$ cat src/rtl/xrc_pkg.sv
package xrc_pkg;

  typedef enum logic [1:0] {
    ST_IDLE,
    ST_CHECK,
    ST_STALL,
    ST_DONE
  } ctlState_t;

  // strobes from control to datapath
  typedef struct packed {
    logic loadReq;     // capture request IDs
    logic commitLink;  // install pairing srcSw<->dstSw
    logic emit;        // route result being presented
    logic remote;      // result is a three-hop route
    logic err;         // result is a rejection
  } ctlStrobe_t;

endpackage

$ cat src/rtl/xrcDatapath.sv
module xrcDatapath
  import xrc_pkg::*;
#(
  parameter int SW_BITS   = 3,
  parameter int PORT_BITS = 4
) (
  input  logic                           clk,
  input  logic                           rstN,
  input  logic [SW_BITS+PORT_BITS-1:0]   reqSrc,
  input  logic [SW_BITS+PORT_BITS-1:0]   reqDst,
  input  ctlStrobe_t                     strobe,
  output logic                           isSelf,
  output logic                           isLocal,
  output logic                           linkHit,
  output logic [SW_BITS-1:0]             srcSwSel,
  output logic [PORT_BITS:0]             srcInSel,
  output logic [PORT_BITS:0]             srcOutSel,
  output logic [SW_BITS-1:0]             gblInSel,
  output logic [SW_BITS-1:0]             gblOutSel,
  output logic [SW_BITS-1:0]             dstSwSel,
  output logic [PORT_BITS:0]             dstInSel,
  output logic [PORT_BITS:0]             dstOutSel
);

  localparam int IDW    = SW_BITS + PORT_BITS;
  localparam int NUM_SW = 1 << SW_BITS;
  localparam int PCW    = PORT_BITS + 1;
  localparam logic [PCW-1:0] UPLINK = PCW'(1 << PORT_BITS);

  logic [IDW-1:0] srcR, dstR;
  logic [SW_BITS-1:0]   srcSw, dstSw;
  logic [PORT_BITS-1:0] srcPort, dstPort;

  logic [SW_BITS-1:0] partner [NUM_SW];
  logic [NUM_SW-1:0]  linked;

  assign srcSw   = srcR[IDW-1:PORT_BITS];
  assign dstSw   = dstR[IDW-1:PORT_BITS];
  assign srcPort = srcR[PORT_BITS-1:0];
  assign dstPort = dstR[PORT_BITS-1:0];

  always_ff @(posedge clk) begin
    if (!rstN) begin
      srcR <= '0;
      dstR <= '0;
    end else if (strobe.loadReq) begin
      srcR <= reqSrc;
      dstR <= reqDst;
    end
  end

  // pairing table: symmetric, one partner per switch
  always_ff @(posedge clk) begin
    if (!rstN) begin
      linked <= '0;
      for (int i = 0; i < NUM_SW; i++) partner[i] <= '0;
    end else if (strobe.commitLink) begin
      for (int i = 0; i < NUM_SW; i++) begin
        if (SW_BITS'(i) == srcSw) begin
          linked[i]  <= 1'b1;
          partner[i] <= dstSw;
        end else if (SW_BITS'(i) == dstSw) begin
          linked[i]  <= 1'b1;
          partner[i] <= srcSw;
        end else if (linked[i] && (partner[i] == srcSw || partner[i] == dstSw)) begin
          linked[i] <= 1'b0;
        end
      end
    end
  end

  assign isSelf  = (srcR == dstR);
  assign isLocal = (srcSw == dstSw);
  assign linkHit = linked[srcSw] && (partner[srcSw] == dstSw);

  logic showAny, showRem;
  assign showAny = strobe.emit && !strobe.err;
  assign showRem = showAny && strobe.remote;

  always_comb begin
    srcSwSel  = showAny ? srcSw : '0;
    srcInSel  = showAny ? {1'b0, srcPort} : '0;
    srcOutSel = showAny ? (strobe.remote ? UPLINK : {1'b0, dstPort}) : '0;
    gblInSel  = showRem ? srcSw : '0;
    gblOutSel = showRem ? dstSw : '0;
    dstSwSel  = showRem ? dstSw : '0;
    dstInSel  = showRem ? UPLINK : '0;
    dstOutSel = showRem ? {1'b0, dstPort} : '0;
  end

endmodule

$ cat src/rtl/xrcCtrl.sv
module xrcCtrl
  import xrc_pkg::*;
#(
  parameter int STALL_CYC = 64
) (
  input  logic       clk,
  input  logic       rstN,
  input  logic       reqValid,
  input  logic       isSelf,
  input  logic       isLocal,
  input  logic       linkHit,
  output logic       reqReady,
  output ctlStrobe_t strobe,
  output logic       routeValid,
  output logic       routeErr,
  output logic       routeRemote,
  output logic       routeMiss
);

  localparam int CNT_W = (STALL_CYC < 2) ? 1 : $clog2(STALL_CYC);

  ctlState_t  state;
  logic [CNT_W-1:0] stallCnt;
  logic remoteR, errR, missR;

  always_ff @(posedge clk) begin
    if (!rstN) begin
      state    <= ST_IDLE;
      stallCnt <= '0;
      remoteR  <= 1'b0;
      errR     <= 1'b0;
      missR    <= 1'b0;
    end else begin
      case (state)
        ST_IDLE: if (reqValid) state <= ST_CHECK;
        ST_CHECK: begin
          if (isSelf) begin
            errR <= 1'b1; remoteR <= 1'b0; missR <= 1'b0;
            state <= ST_DONE;
          end else if (isLocal) begin
            errR <= 1'b0; remoteR <= 1'b0; missR <= 1'b0;
            state <= ST_DONE;
          end else if (linkHit) begin
            errR <= 1'b0; remoteR <= 1'b1; missR <= 1'b0;
            state <= ST_DONE;
          end else begin
            errR <= 1'b0; remoteR <= 1'b1; missR <= 1'b1;
            stallCnt <= CNT_W'(STALL_CYC - 1);
            state <= ST_STALL;
          end
        end
        ST_STALL: begin
          if (stallCnt == '0) state <= ST_DONE;
          else stallCnt <= stallCnt - 1'b1;
        end
        default: state <= ST_IDLE;
      endcase
    end
  end

  always_comb begin
    reqReady          = (state == ST_IDLE);
    routeValid        = (state == ST_DONE);
    strobe.loadReq    = reqReady && reqValid;
    strobe.commitLink = (state == ST_CHECK) && !isSelf && !isLocal && !linkHit;
    strobe.emit       = routeValid;
    strobe.remote     = remoteR;
    strobe.err        = errR;
    routeErr          = routeValid && errR;
    routeRemote       = routeValid && remoteR;
    routeMiss         = routeValid && missR;
  end

endmodule

$ cat src/rtl/xbarRouteCtl.sv
module xbarRouteCtl
  import xrc_pkg::*;
#(
  parameter int SW_BITS   = 3,
  parameter int PORT_BITS = 4,
  parameter int STALL_CYC = 64
) (
  input  logic                         clk,
  input  logic                         rstN,
  input  logic                         reqValid,
  output logic                         reqReady,
  input  logic [SW_BITS+PORT_BITS-1:0] reqSrc,
  input  logic [SW_BITS+PORT_BITS-1:0] reqDst,
  output logic                         routeValid,
  output logic                         routeErr,
  output logic                         routeRemote,
  output logic                         routeMiss,
  output logic [SW_BITS-1:0]           srcSwSel,
  output logic [PORT_BITS:0]           srcInSel,
  output logic [PORT_BITS:0]           srcOutSel,
  output logic [SW_BITS-1:0]           gblInSel,
  output logic [SW_BITS-1:0]           gblOutSel,
  output logic [SW_BITS-1:0]           dstSwSel,
  output logic [PORT_BITS:0]           dstInSel,
  output logic [PORT_BITS:0]           dstOutSel
);

  ctlStrobe_t strobe;
  logic isSelf, isLocal, linkHit;

  xrcCtrl #(.STALL_CYC(STALL_CYC)) u_ctrl (
    .clk(clk), .rstN(rstN), .reqValid(reqValid),
    .isSelf(isSelf), .isLocal(isLocal), .linkHit(linkHit),
    .reqReady(reqReady), .strobe(strobe),
    .routeValid(routeValid), .routeErr(routeErr),
    .routeRemote(routeRemote), .routeMiss(routeMiss)
  );

  xrcDatapath #(.SW_BITS(SW_BITS), .PORT_BITS(PORT_BITS)) u_dp (
    .clk(clk), .rstN(rstN), .reqSrc(reqSrc), .reqDst(reqDst),
    .strobe(strobe), .isSelf(isSelf), .isLocal(isLocal), .linkHit(linkHit),
    .srcSwSel(srcSwSel), .srcInSel(srcInSel), .srcOutSel(srcOutSel),
    .gblInSel(gblInSel), .gblOutSel(gblOutSel), .dstSwSel(dstSwSel),
    .dstInSel(dstInSel), .dstOutSel(dstOutSel)
  );

endmodule

$ cat config.mk
export PLATFORM = sky130hd
export DESIGN_NAME = xbarRouteCtl
export DESIGN_NICKNAME = d
export VERILOG_FILES = /design/src/rtl/xrc_pkg.sv /design/src/rtl/xrcDatapath.sv /design/src/rtl/xrcCtrl.sv /design/src/rtl/xbarRouteCtl.sv
export SDC_FILE = /design/constraint.sdc
export NUM_CORES = 1
export LEC_CHECK = 0
export BUFFER_PORTS_ARGS = -buffer_cell sky130_fd_sc_hd__buf_2
export CORE_AREA = 2 2 97 99
export CTS_BUF_LIST = sky130_fd_sc_hd__clkbuf_8
export DETAILED_ROUTE_END_ITERATION = 7
export DIE_AREA = 0 0 99 101
export GPL_TIMING_DRIVEN = 0
export PLACE_DENSITY = 0.76
export REMOVE_ABC_BUFFERS = 1
export SLEW_MARGIN = 40
export SYNTH_ARGS = -nofsm -noshare
export SYNTH_HDL_FRONTEND = slang
export SYNTH_SLANG_ARGS = --single-unit
$ cat constraint.sdc
create_clock -name clk -period 2.1 [get_ports clk]
set_input_delay 0.105 -clock clk [delete_from_list [all_inputs] [get_ports clk]]
set_output_delay 0.105 -clock clk [all_outputs]
set_load 0.005 [all_outputs]
## Word level (Yosys, flattened, before mapping)

Memory sizes are Yosys's and may differ from the RTL's. A register that Yosys moved wholly into a read port is not among the register bits.
Cells that the tools add are included.

| storage, ports and cells | value |
|---|---|
| bits in registers | 33 |
| latch bits | 0 |
| memory bits (writable) | 24 |
| bits in read-only memories | 0 |
| bits of input ports | 17 |
| output and inout bits | 37 |
| word-level logic and storage cells | 271 |
| memories kept | 1 |

Memory list:

| memory | depth | bits a word | rd ports | clocked after memory_dff | write ports | RTL line | text |
|---|---|---|---|---|---|---|---|
| u_dp.partner | 8 | 3 | 9 | 1 | 8 | xrcDatapath.sv:34 | `logic [SW_BITS-1:0] partner [NUM_SW];` |

| operators by class | value |
|---|---|
| $add $sub $neg | 1 |
| $mul | 0 |
| div/mod/pow operators | 0 |
| magnitude comparators | 1 |
| equality and inequality tests | 42 |
| shift-type cells | 0 |
| multiplexer cells | 142 |
| bitwise logic cells | 16 |
| reductions and logical operators | 53 |

Operators by type and width:

| kind | count |
|---|---|
| 1-bit two-way mux | 105 |
| 3-bit two-way mux | 21 |
| 3-bit equality test | 18 |
| 3-bit equality test, first input constant | 8 |
| 6-bit two-way mux | 4 |
| 3-bit nonzero test | 8 |
| 1-bit logical AND | 18 |
| 2-bit AND reduction | 9 |
| 1-bit bitwise OR | 16 |
| 5-bit two-way mux | 3 |
| 2-bit by 3-bit equality test with 1-bit output, first input constant | 4 |
| 6-bit case mux with 2 select lines | 1 |
| 2-bit != test, second input constant | 5 |
| 1-bit logical OR | 8 |
| 2-bit two-way mux | 4 |
| 4-bit two-way mux | 2 |
| 7-bit equality test | 1 |
| 1-bit by 3-bit equality test with 1-bit output, first input constant | 2 |
| 3-bit logical NOT | 2 |
| 6-bit logical NOT | 1 |
| 2-bit case mux with 3 select lines | 1 |
| 6-bit by 1-bit subtractor with 6-bit output, second input constant | 1 |
| 5-bit AND reduction | 1 |
| 2-bit equality test, second input constant | 2 |
| other kinds (7) | 10 |

## Depth between registers and ports, before layout

Gate-level depths: netlist of the first run.

| depth | value |
|---|---|
| word-level depth | 10 |
| depth in mapped cells | 8 |
| depth with buffers taken out | 7 |

## Modules after synthesis

Synthesis of the first run repeated with hierarchy kept, for this count alone.

| unflattened totals | value |
|---|---|
| cells, all modules | 423 |
| area, all modules | 3935.0 µm² |

Modules (own cells, without submodules):

| module | times used | cells an instance | area an instance (µm²) | seq. area each (µm²) |
|---|---|---|---|---|
| xrcDatapath | 1 | 343 | 3241.9 | 1221.2 |
| xrcCtrl | 1 | 80 | 693.2 | 220.2 |

## Worst setup path after synthesis of the first run

OpenSTA, ideal clock, no wires.

| timing | value |
|---|---|
| path type | register to register |
| from | reg with a tool-made name |
| to | mem u_dp.partner[1][0], enable pin |
| library setup time | 344 ps |
| data arrival time | 2016 ps |
| data required time | 1756 ps |
| path slack | -260 ps |
| stages on the path, launching flop included | 9 |
| path buffers | 2 |
| period minus slack after synthesis | 2360 ps |
| path through | dfxtp_1 buf_6 mux2i_1 mux4_2 xor2_1 nand4_2 nand2_1 buf_2 o21ai_0 |

RTL lines:

| what | RTL line |
|---|---|
| to (decl) | xrcDatapath.sv:34 |

==> flow_metrics.py, run 1 <==
metrics = {
    "yosys": {
        "synth_edf_count": 24,
        "synth.distinct_cells": 57,
        "synth_area_mm2": 0.003974,
        "synthCells": 440,
        "yosys_register_bits": 60,
        "ys.flop_type": "dfxtp_1",
        "yosysWarnings": 0,
        "post-synth-top-area-fraction_pct": 18.14,
        "synth_common_cells": "43 x nand2_1, 36 x dfxtp_1, 31 x nor2_1, 29 x a21oi_1, 28 x xnor2_1",
        "yosysTopAreaCell": "dfxtp_1",
        "synthArstFlopShare_pct": 0,
        "syn_area_per_cell_um2": 9.031,
        "yosysSeqAreaShare_pct": 36.27,
        "yosys-top-cells-area": "dfxtp_1 18%, edfxtp_1 18%, xnor2_1 6.2%",
        "yosysMostFrequentCell": "nand2_1",
    },
    "floorplanning": {
        "fp-row-count": 35,
        "die_w_um": 99,
        "initial_core_util_pct": 44.26,
        "core_mm2": 0.008977,
        "die_y_um": 101,
        "dieArea_mm2": 0.009999,
        "ios": 54,
    },
    "power_and_ir_drop": {
        "leakagePower_nw": 2.005,
        "power_density_mw_per_mm2": 1076,
        "p_sw_mw": 2.237,
        "clkPwrFrac_pct": 19.2,
        "power_mw": 5.385,
        "peakVddDrop_v": 0.0006154,
        "sequentialPowerShare_pct": 33.5,
        "p_sw_share_pct": 41.54,
        "internal_power_mw": 3.148,
        "pwr-share-comb_pct": 47.3,
    },
    "cts": {
        "ctsLongestPathBuffers": 2,
        "h-tree-depth": 3,
        "insertion_delay_ns": 0.35,
        "cts_tree": "done",
        "cts-root-buf": "clkbuf_8",
        "cts_made_buffers": 9,
        "clkTransAtPathRegs_ns": 0.08,
        "clock-sinks": 60,
    },
    "layout": {
        "nFillCells": 710,
        "stdcell_count": 624,
        "antenna_cells": 0,
        "fin_nets": 532,
        "fin_area_mm2": 0.005006,
        "drive_above_1_share_pct": 29.04,
        "synthToLayoutAreaGrowth_pct": 25.98,
    },
    "global_route": {
        "grt_overflow_total": 0,
        "grt_pass1_wl_um": 18030,
        "grt_pass1_vias": 3563,
        "grt_max_degree": 33,
        "track_usage_pct": 22.95,
        "antenna_found_initial": 0,
    },
    "sta": {
        "hold_ws_ns": 0.01265,
        "rsz0062_at_grt": "true",
        "setup_violations": 64,
        "hold_viol_final": 0,
        "fmax_mhz": 424.3,
        "finalCritPeriodShare_pct": 112.2,
        "tightest_slew_ns": 0.7368,
        "period_minus_slack_ns": 2.357,
        "worst_slack_ns": -0.2569,
        "finalClockSkew_ns": 0.01092,
        "drv_slew": 0,
        "slew_headroom_pct": 50.86,
    },
    "routing": {
        "antenna_left": 0,
        "drt_wl_total_um": 11530,
        "drt_iter0_drc": 547,
        "via_per_inst": 5.950,
        "post_drt_wl_per_cell_um": 18.47,
        "drc_errors": 0,
        "dr.pass1.iters": 6,
        "vias": 3713,
    },
    "setup_path": {
        "worstPathArrival_ns": 2.46,
        "crit_type": "register to register",
        "worstPathRequired_ns": 2.20,
        "cp_max_fo": 7,
        "endpoint_kind": "register",
        "cp-start-kind": "register",
    },
    "placed_design": {
        "dpl.cell_count": 559,
        "post-place-ws_ns": -1.381,
        "gp_congestion": 0.8000,
        "dp_hpwl_um": 6426,
        "io_buffers": 47,
        "place_area_mm2": 0.004155,
    },
    "status": {
        "outcome": "finished, violations left",
        "violations": "negative setup slack",
    },
    "run": {
        "drv_cap": 0,
    },
    "min_path": {
        "hp-class": "input pin to register",
    },
}
==> flip-flops by register name, indices dropped and copies added, names as in the netlist, named ones only <==
| signal | count |
|---|---|
| u_dp.partner | 24 |
| u_dp.dstR | 7 |
| u_ctrl.state | 2 |
| u_ctrl.errR | 1 |
| u_ctrl.stallCnt | 6 |
| u_ctrl.missR | 1 |
| u_dp.linked | 8 |
| u_dp.srcR | 7 |
| u_ctrl.remoteR | 1 |
==> worst paths after layout <==
check                    start                  to  slack [ns]  cells after the start
setup reg to reg      register  u_dp.partner[6][1]       -0.26                      7
hold / removal       reqSrc[5]            register        0.01                      3
setup / recovery      register  u_dp.partner[6][1]       -0.26                      7
hold reg to reg   u_dp.srcR[0]        u_dp.srcR[0]        0.49                      2
==> per-stage QoR <==
stage / setup TNS (ns) / util [%]
6_report: -12.52 / 55.76
4_1_cts: -8.495 / 54.34
3_5_place_dp: -64.43 / 46.29
5_1_grt: -14.23 / 55.76
3_3_place_gp: -85.19 / 46.13
2_1_floorplan: -31.55 / -
==> power groups by stage <==
stage	clock network [mW]	registers (mW)	logic (mW)
detailed placement	0	1.86	1.74
global route	1.09	1.83	2.75
CTS	1.02	1.78	2.34
global placement	0	1.85	1.68
finish	1.03	1.80	2.55
floorplan	0	1.73	1.38
==> layout make-up <==
class | count | area (um^2) | share of cell area (%)
Clock inverter | 6 | 55.05 | 1.100
Clock buffer | 10 | 137.6 | 2.749
Sequential cell | 60 | 1465 | 29.27
Tap cell | 111 | 138.9 | 2.774
Multi-Input combinational cell | 334 | 2511 | 50.16
Timing Repair Buffer | 94 | 660.6 | 13.20
Inverter | 9 | 37.54 | 0.7498
==> cell usage in the layout, fill, tap and decap left out, types with 12 or more instances in the layout <==
cell type / count
buf_2: 47
nand2_1: 42
nor2_1: 31
dfxtp_1: 29
buf_4: 29
xnor2_1: 28
a21oi_1: 28
xor2_1: 25
edfxtp_1: 24
and2_1: 15
nand3_1: 14
mux2i_1: 13
and3_1: 12
nor3_1: 12
==> worst max-delay path, cell delays in order, from the launching register on <==
cell and delay, ns:
dfxtp_4 0.36, buf_12 0.14, mux2i_2 0.17, mux4_2 0.55, xnor2_4 0.22, nand4_4 0.22
and2_4 0.25, a21o_1 0.20
==> repair_timing <==
action / CTS / global route
endpoints found under the hold margin: 10 / 0
buffers inserted: 28 / 9
hold buffers: 10 / 0
setup endpoints to repair: 90 / 68
pin swaps: 8 / 7
gates resized for setup: 42 / 11
cloned: 2 / 0
==> routing by layer <==
layer	share of wire (%)	GRT usage, %	vias up
met1	38	27.57	1783
met4	2.8	9.905	0
li1	-	-	1692
met5	0	0	-
met3	8.9	5.201	41
met2	51	39.50	197
==> cells by family after synthesis <==
group	share of synthesized area [%]
simple gates	19.55
compound gates	15.90
flops	36.27
xor+xnor	12.82
buf+inv	6.517
mux	6.643
fa+ha+maj	2.204
other cells	0.09437
Note: power is estimated with default switching activity, not from simulation.
==> inputs of run 2 (changes only) <==
- PLACE_DENSITY: 0.76 -> 0.75
- SYNTH_HIERARCHICAL: not set -> 1
==> flow_metrics.py, run 2 <==
metrics = {
    "cts": {
        "cts-root-buf": "clkbuf_8",
        "insertion_delay_ns": 0.36,
        "cts_tree": "done",
        "h-tree-depth": 3,
        "clkTransAtPathRegs_ns": 0.09,
        "cts_made_buffers": 9,
        "ctsLongestPathBuffers": 2,
        "clock-sinks": 60,
    },
    "layout": {
        "regMostFlops": "u_dp/partner",
        "fin_area_mm2": 0.005204,
        "largest_reg_flops": 24,
        "reg_top3": "u_dp/partner: 24 flops, u_dp/linked: 8 flops",
        "fin_nets": 520,
        "synthToLayoutAreaGrowth_pct": 32.24,
        "layout_commonest_cell": "xor2_1",
        "mostFrequentLayoutCells": "53 x xor2_1, 46 x buf_2, 34 x buf_4, 28 x dfxtp_1, 24 x edfxtp_1",
        "multi_input_area_mm2": 0.002575,
        "drive_above_1_share_pct": 37.60,
        "antenna_cells": 0,
        "seqCellArea_mm2": 0.001471,
        "fin_util_pct": 57.97,
        "nFillCells": 676,
    },
    "status": {
        "violations": "negative setup slack",
        "outcome": "finished, violations left",
    },
    "yosys": {
        "synthCells": 423,
        "yosys-top-cells-area": "dfxtp_1 18%, edfxtp_1 18%, xor2_1 12%",
        "yosysWarnings": 6,
        "synthArstFlopShare_pct": 0,
        "synth_edf_count": 24,
        "yosysTopAreaCell": "dfxtp_1",
        "synth_area_mm2": 0.003935,
        "synth.distinct_cells": 46,
        "synth_common_cells": "53 x xor2_1, 36 x dfxtp_1, 26 x nor3_1, 25 x nand2_1",
        "yosysMostFrequentCell": "xor2_1",
        "syn_area_per_cell_um2": 9.303,
        "yosysSeqAreaShare_pct": 36.63,
        "post-synth-top-area-fraction_pct": 18.31,
        "ys.flop_type": "dfxtp_1",
        "yosys_register_bits": 60,
    },
    "routing": {
        "vias": 3552,
        "via_per_inst": 5.813,
        "drt_iter0_drc": 295,
        "antenna_left": 0,
        "drt_wl_total_um": 11720,
        "post_drt_wl_per_cell_um": 19.18,
        "dr.pass1.iters": 5,
        "drc_errors": 0,
    },
    "global_route": {
        "track_usage_pct": 22.54,
        "top_usage_layer": "met2",
        "grt_pass1_wl_um": 17530,
        "grt.met3_usage_pct": 3.606,
        "grt_overflow_total": 0,
        "grt_use_met2_pct": 38.72,
        "antenna_found_initial": 0,
        "grt_max_degree": 42,
        "use_met1_pct": 26.74,
        "grt_pass1_vias": 3465,
    },
    "placed_design": {
        "io_buffers": 47,
        "gp_congestion": 0.7929,
        "post-place-ws_ns": -1.722,
        "place_area_mm2": 0.004095,
        "dp_hpwl_um": 6050,
    },
    "floorplanning": {
        "die_w_um": 99,
        "core_mm2": 0.008977,
        "ios": 54,
        "initial_core_util_pct": 43.83,
        "dieArea_mm2": 0.009999,
        "die_y_um": 101,
        "fp-row-count": 35,
    },
    "sta": {
        "period_minus_slack_ns": 2.847,
        "finalCritPeriodShare_pct": 135.6,
        "hold_ws_ns": 0.002137,
        "drv_slew": 0,
        "hold_viol_final": 0,
        "tightest_slew_ns": 0.5563,
        "finalClockSkew_ns": 0.01768,
        "slew_headroom_pct": 62.91,
        "fmax_mhz": 351.2,
        "setup_violations": 64,
        "worst_slack_ns": -0.7471,
        "rsz0062_at_grt": "true",
    },
    "setup_path": {
        "worstPathArrival_ns": 2.91,
        "crit_chain": "mux4_2, mux2i_2, xnor2_2, nor4_4, nor4_4, buf_6, buf_12, nand2_8, nor4_4, nor2_2, nand2_2",
        "cp_max_fo": 6,
        "crit_slowest_cell": "mux4_2",
        "slowest_delay_ns": 0.51,
        "endpoint_kind": "register",
        "reg2regPathDepth": 11,
        "crit_type": "register to register",
        "cp-start-kind": "register",
        "cp_common_cell": "nor4_4",
        "worstPathRequired_ns": 2.16,
    },
    "min_path": {
        "hold_depth": 3,
        "hp-class": "input pin to register",
    },
    "power_and_ir_drop": {
        "power_density_mw_per_mm2": 1032,
        "leakagePower_nw": 2.296,
        "peakVddDrop_v": 0.0005408,
    },
    "run": {
        "drv_cap": 0,
    },
}
## run 2: cell types whose count changed after synthesis, sizes merged, moves of 9 or more
cell,change
nor3,+14
mux2i,+10
nor2b,+14
buf,+10
a22o,+9
a21oi,-18
nand2,-18
xor2,+26
xnor2,-24
## run 2: per-stage QoR
stage               cells  TNS, ns  total power, mW
floorplan             381   -91.02            2.898
global placement      539  -201.61            3.242
detailed placement    541   -80.47            3.351
CTS                   595   -40.54            5.009
global route          611   -44.93            5.646
finish                611   -38.49            5.368
## run 2: worst paths after layout
path | startpoint | end | slack [ns]
max reg2reg | u_dp/partner[6][0] | u_dp/partner[0][1] | -0.75
min reg2reg | u_dp/linked[3] | u_dp/linked[3] | 0.46
min | reqDst[3] | u_dp/dstR[3] | 0.002
max | u_dp/partner[6][0] | u_dp/partner[0][1] | -0.75
## run 2: metal layers
metal  part of all wire, %  vias to the layer above
li1                      -                     1609
met4                   3.3                        0
met5                     0                        -
met2                    51                      174
met3                   6.4                       39
met1                    39                     1730
## run 2: cell families (layout without fill, tap and decap cells)
group | count (synthesis) | count (layout) | share of synthesized area (%)
and+or+nand+nor | 151 | 152 | 20.10
AOI/OAI and AO/OA | 57 | 57 | 10.62
xor gates and xnor gates | 58 | 58 | 12.91
buffers and inverters | 58 | 129 | 7.567
DFF | 60 | 60 | 36.63
other | 1 | 6 | 0.09530
muxes | 30 | 30 | 9.539
adders and majority gates | 8 | 8 | 2.544
## run 2: layout make-up
type | count | area share [%]
multi-input combinational | 311 | 49.48
sequential | 60 | 28.28
timing repair buffer | 102 | 14.50
tap | 111 | 2.669
clock buffer | 9 | 2.380
clock inverter | 7 | 1.899
inverter | 11 | 0.7935
## run 2: power by group
part           leakage, nW  switching, mW  internal [mW]
clock                0.110          0.518          0.673
sequential           0.548          0.420           1.43
combinational         1.64           1.24           1.09
## run 2: timing repair
| action | in CTS | in global routing |
|---|---|---|
| gates resized for setup | 77 | 30 |
| pin swaps | 32 | 24 |
| setup buffers | 37 | 17 |
| cloned | 1 | 0 |
| hold buffers | 0 | 0 |
| endpoints found under the setup margin | 92 | 68 |
## run 2: critical path, delay by kind of cell, from the launching register on
family,cells,cell delay [ns]
buffers and inverters,2,0.32
flip-flops,1,0.47
AND/OR/NAND/NOR,6,0.89
multiplexers,2,0.72
XOR/XNOR,1,0.16
==> inputs of run 3 (changes only) <==
- REMOVE_ABC_BUFFERS: 1 -> not set
==> flow_metrics.py, run 3 (synthesis gave the netlist of run 2 again) <==
metrics = {
    "status": {
        "outcome": "finished, violations left",
        "violations": "negative setup slack",
    },
    "power_and_ir_drop": {
        "peakVddDrop_v": 0.0007927,
        "power_density_mw_per_mm2": 961.0,
        "leakagePower_nw": 2.438,
    },
    "sta": {
        "hold_ws_ns": 0.02263,
        "drv_slew": 0,
        "period_minus_slack_ns": 2.923,
        "hold_viol_final": 0,
        "finalClockSkew_ns": 0.008302,
        "slew_headroom_pct": 55.31,
        "finalCritPeriodShare_pct": 139.2,
        "fmax_mhz": 342.1,
        "rsz0062_at_grt": "true",
        "tns_ns": -39.31,
        "worst_slack_ns": -0.8227,
        "tightest_slew_ns": 0.6703,
        "setup_violations": 63,
    },
    "setup_path": {
        "reg2regPathDepth": 11,
        "crit_type": "register to register",
        "r2r-end": "u_dp/partner[6][0]",
        "worstPathRequired_ns": 2.13,
        "worstPathArrival_ns": 2.96,
        "cp_max_fo": 5,
        "timing.rr.start": "u_dp/partner[7][2]",
        "setup.worst_path.start": "u_dp/partner[7][2]",
        "endpoint_kind": "register",
        "regToRegSetupSlack_ns": -0.82,
        "cp-start-kind": "register",
    },
    "min_path": {
        "min_from": "reqSrc[3]",
        "hold_depth": 3,
        "whs_endpoint": "u_dp/srcR[3]",
        "hp-class": "input pin to register",
    },
    "layout": {
        "fin_util_pct": 60.26,
        "reg_top3": "u_dp/partner: 24 flops, u_dp/linked: 8 flops",
        "drive_above_1_share_pct": 39.96,
        "stdcell_count": 644,
        "nFillCells": 672,
        "regMostFlops": "u_dp/partner",
        "synthToLayoutAreaGrowth_pct": 37.49,
        "mostFrequentLayoutCells": "50 x buf_2, 50 x xor2_1, 47 x buf_4, 31 x dfxtp_1, 24 x edfxtp_1",
        "largest_reg_flops": 24,
        "fin_nets": 553,
        "antenna_cells": 0,
    },
    "cts": {
        "clkTransAtPathRegs_ns": 0.07,
        "cts_made_buffers": 9,
        "ctsLongestPathBuffers": 2,
        "clock-sinks": 60,
        "cts-root-buf": "clkbuf_8",
        "insertion_delay_ns": 0.34,
        "h-tree-depth": 3,
        "cts_tree": "done",
    },
    "routing": {
        "dr.pass1.iters": 5,
        "post_drt_wl_per_cell_um": 19.82,
        "dr_wl_met2_um": 6247,
        "drt_iter0_drc": 416,
        "drt_wl_total_um": 12760,
        "met3_length_um": 1075,
        "vias": 3758,
        "top_layer": "met4",
        "wl_met1_um": 4813,
        "antenna_left": 0,
        "via_per_inst": 5.835,
        "drc_errors": 0,
    },
    "floorplanning": {
        "die_y_um": 101,
        "dieArea_mm2": 0.009999,
        "core_mm2": 0.008977,
        "initial_core_util_pct": 43.83,
        "fp-row-count": 35,
        "ios": 54,
        "die_w_um": 99,
    },
    "placed_design": {
        "dpl.cell_count": 586,
        "gp_congestion": 0.9224,
        "post-place-ws_ns": -1.152,
        "dp_hpwl_um": 7402,
        "io_buffers": 47,
    },
    "global_route": {
        "grt_overflow_total": 0,
        "track_usage_pct": 24.02,
        "grt_pass1_wl_um": 18640,
        "grt_max_degree": 11,
        "antenna_found_initial": 0,
        "grt_pass1_vias": 3610,
    },
    "run": {
        "drv_cap": 0,
    },
}
==> run 3: cell types whose count changed in the layout (fill, tap and decap cells not counted), sizes merged <==
cell      delta
bufinv       -1
buf         +16
clkbuf      +18
nand2        -1
clkinvlp     -1
inv          +2
==> run 3: where the power goes <==
group	switching [mW]	internal, mW
clock network	0.462	0.533
logic	1.44	1.12
registers	0.215	1.42
total	2.12	3.08
==> run 3: per-stage QoR <==
stage                     area [um^2]  power, mW
after global routing             5410      5.464
after detailed placement         4418      3.531
after floorplan                  4044      3.076
after global placement           4418      3.467
after CTS                        5114      4.898
final                            5410      5.199
==> run 3: final cells by class <==
class	count	area, um^2	area share [%]
buffer	45	387.9	7.169
clock buffer	9	123.9	2.290
clock inverter	7	58.81	1.087
inverter	11	41.29	0.7632
multi-input combinational	310	2589	47.85
sequential	60	1448	26.76
tap	111	138.9	2.567
timing repair buffer	91	623.1	11.52
==> run 3: worst max path at each step <==
stage,end,slack (ns),cells after the start
final,u_dp/partner[6][0],-0.82,11
after global routing,u_dp/partner[6][0],-0.84,11
after CTS,u_dp/partner[0][2],-0.75,10
after detailed placement,u_dp/partner[7][2],-1.15,9
after global placement,u_dp/partner[7][1],-1.13,8
after floorplan,u_dp/partner[0][0],-0.64,11
==> run 3: critical path: stages (launching register included) <==
cell and delay [ns]:
edfxtp_1 0.46, mux4_2 0.53, mux2i_4 0.21, xnor2_2 0.13, nor4_4 0.38, nor4_4 0.07
buf_4 0.17, nand3_4 0.11, buf_12 0.12, nor2_4 0.03, a31oi_2 0.21, nand2_1 0.17
==> run 3: layer usage <==
layer / track usage [%] / up-vias
met1: 29.11 / 1789
met4: 11.80 / 0
met5: 0 / -
met3: 6.657 / 69
met2: 39.40 / 229
li1: - / 1671
==> run 3: what timing repair did <==
item | CTS | global route
pin swaps | 26 | 17
buffers inserted | 29 | 15
cloned | 2 | 0
endpoints found under the setup margin | 87 | 76
hold buffers | 0 | 0
gates resized for setup | 74 | 53
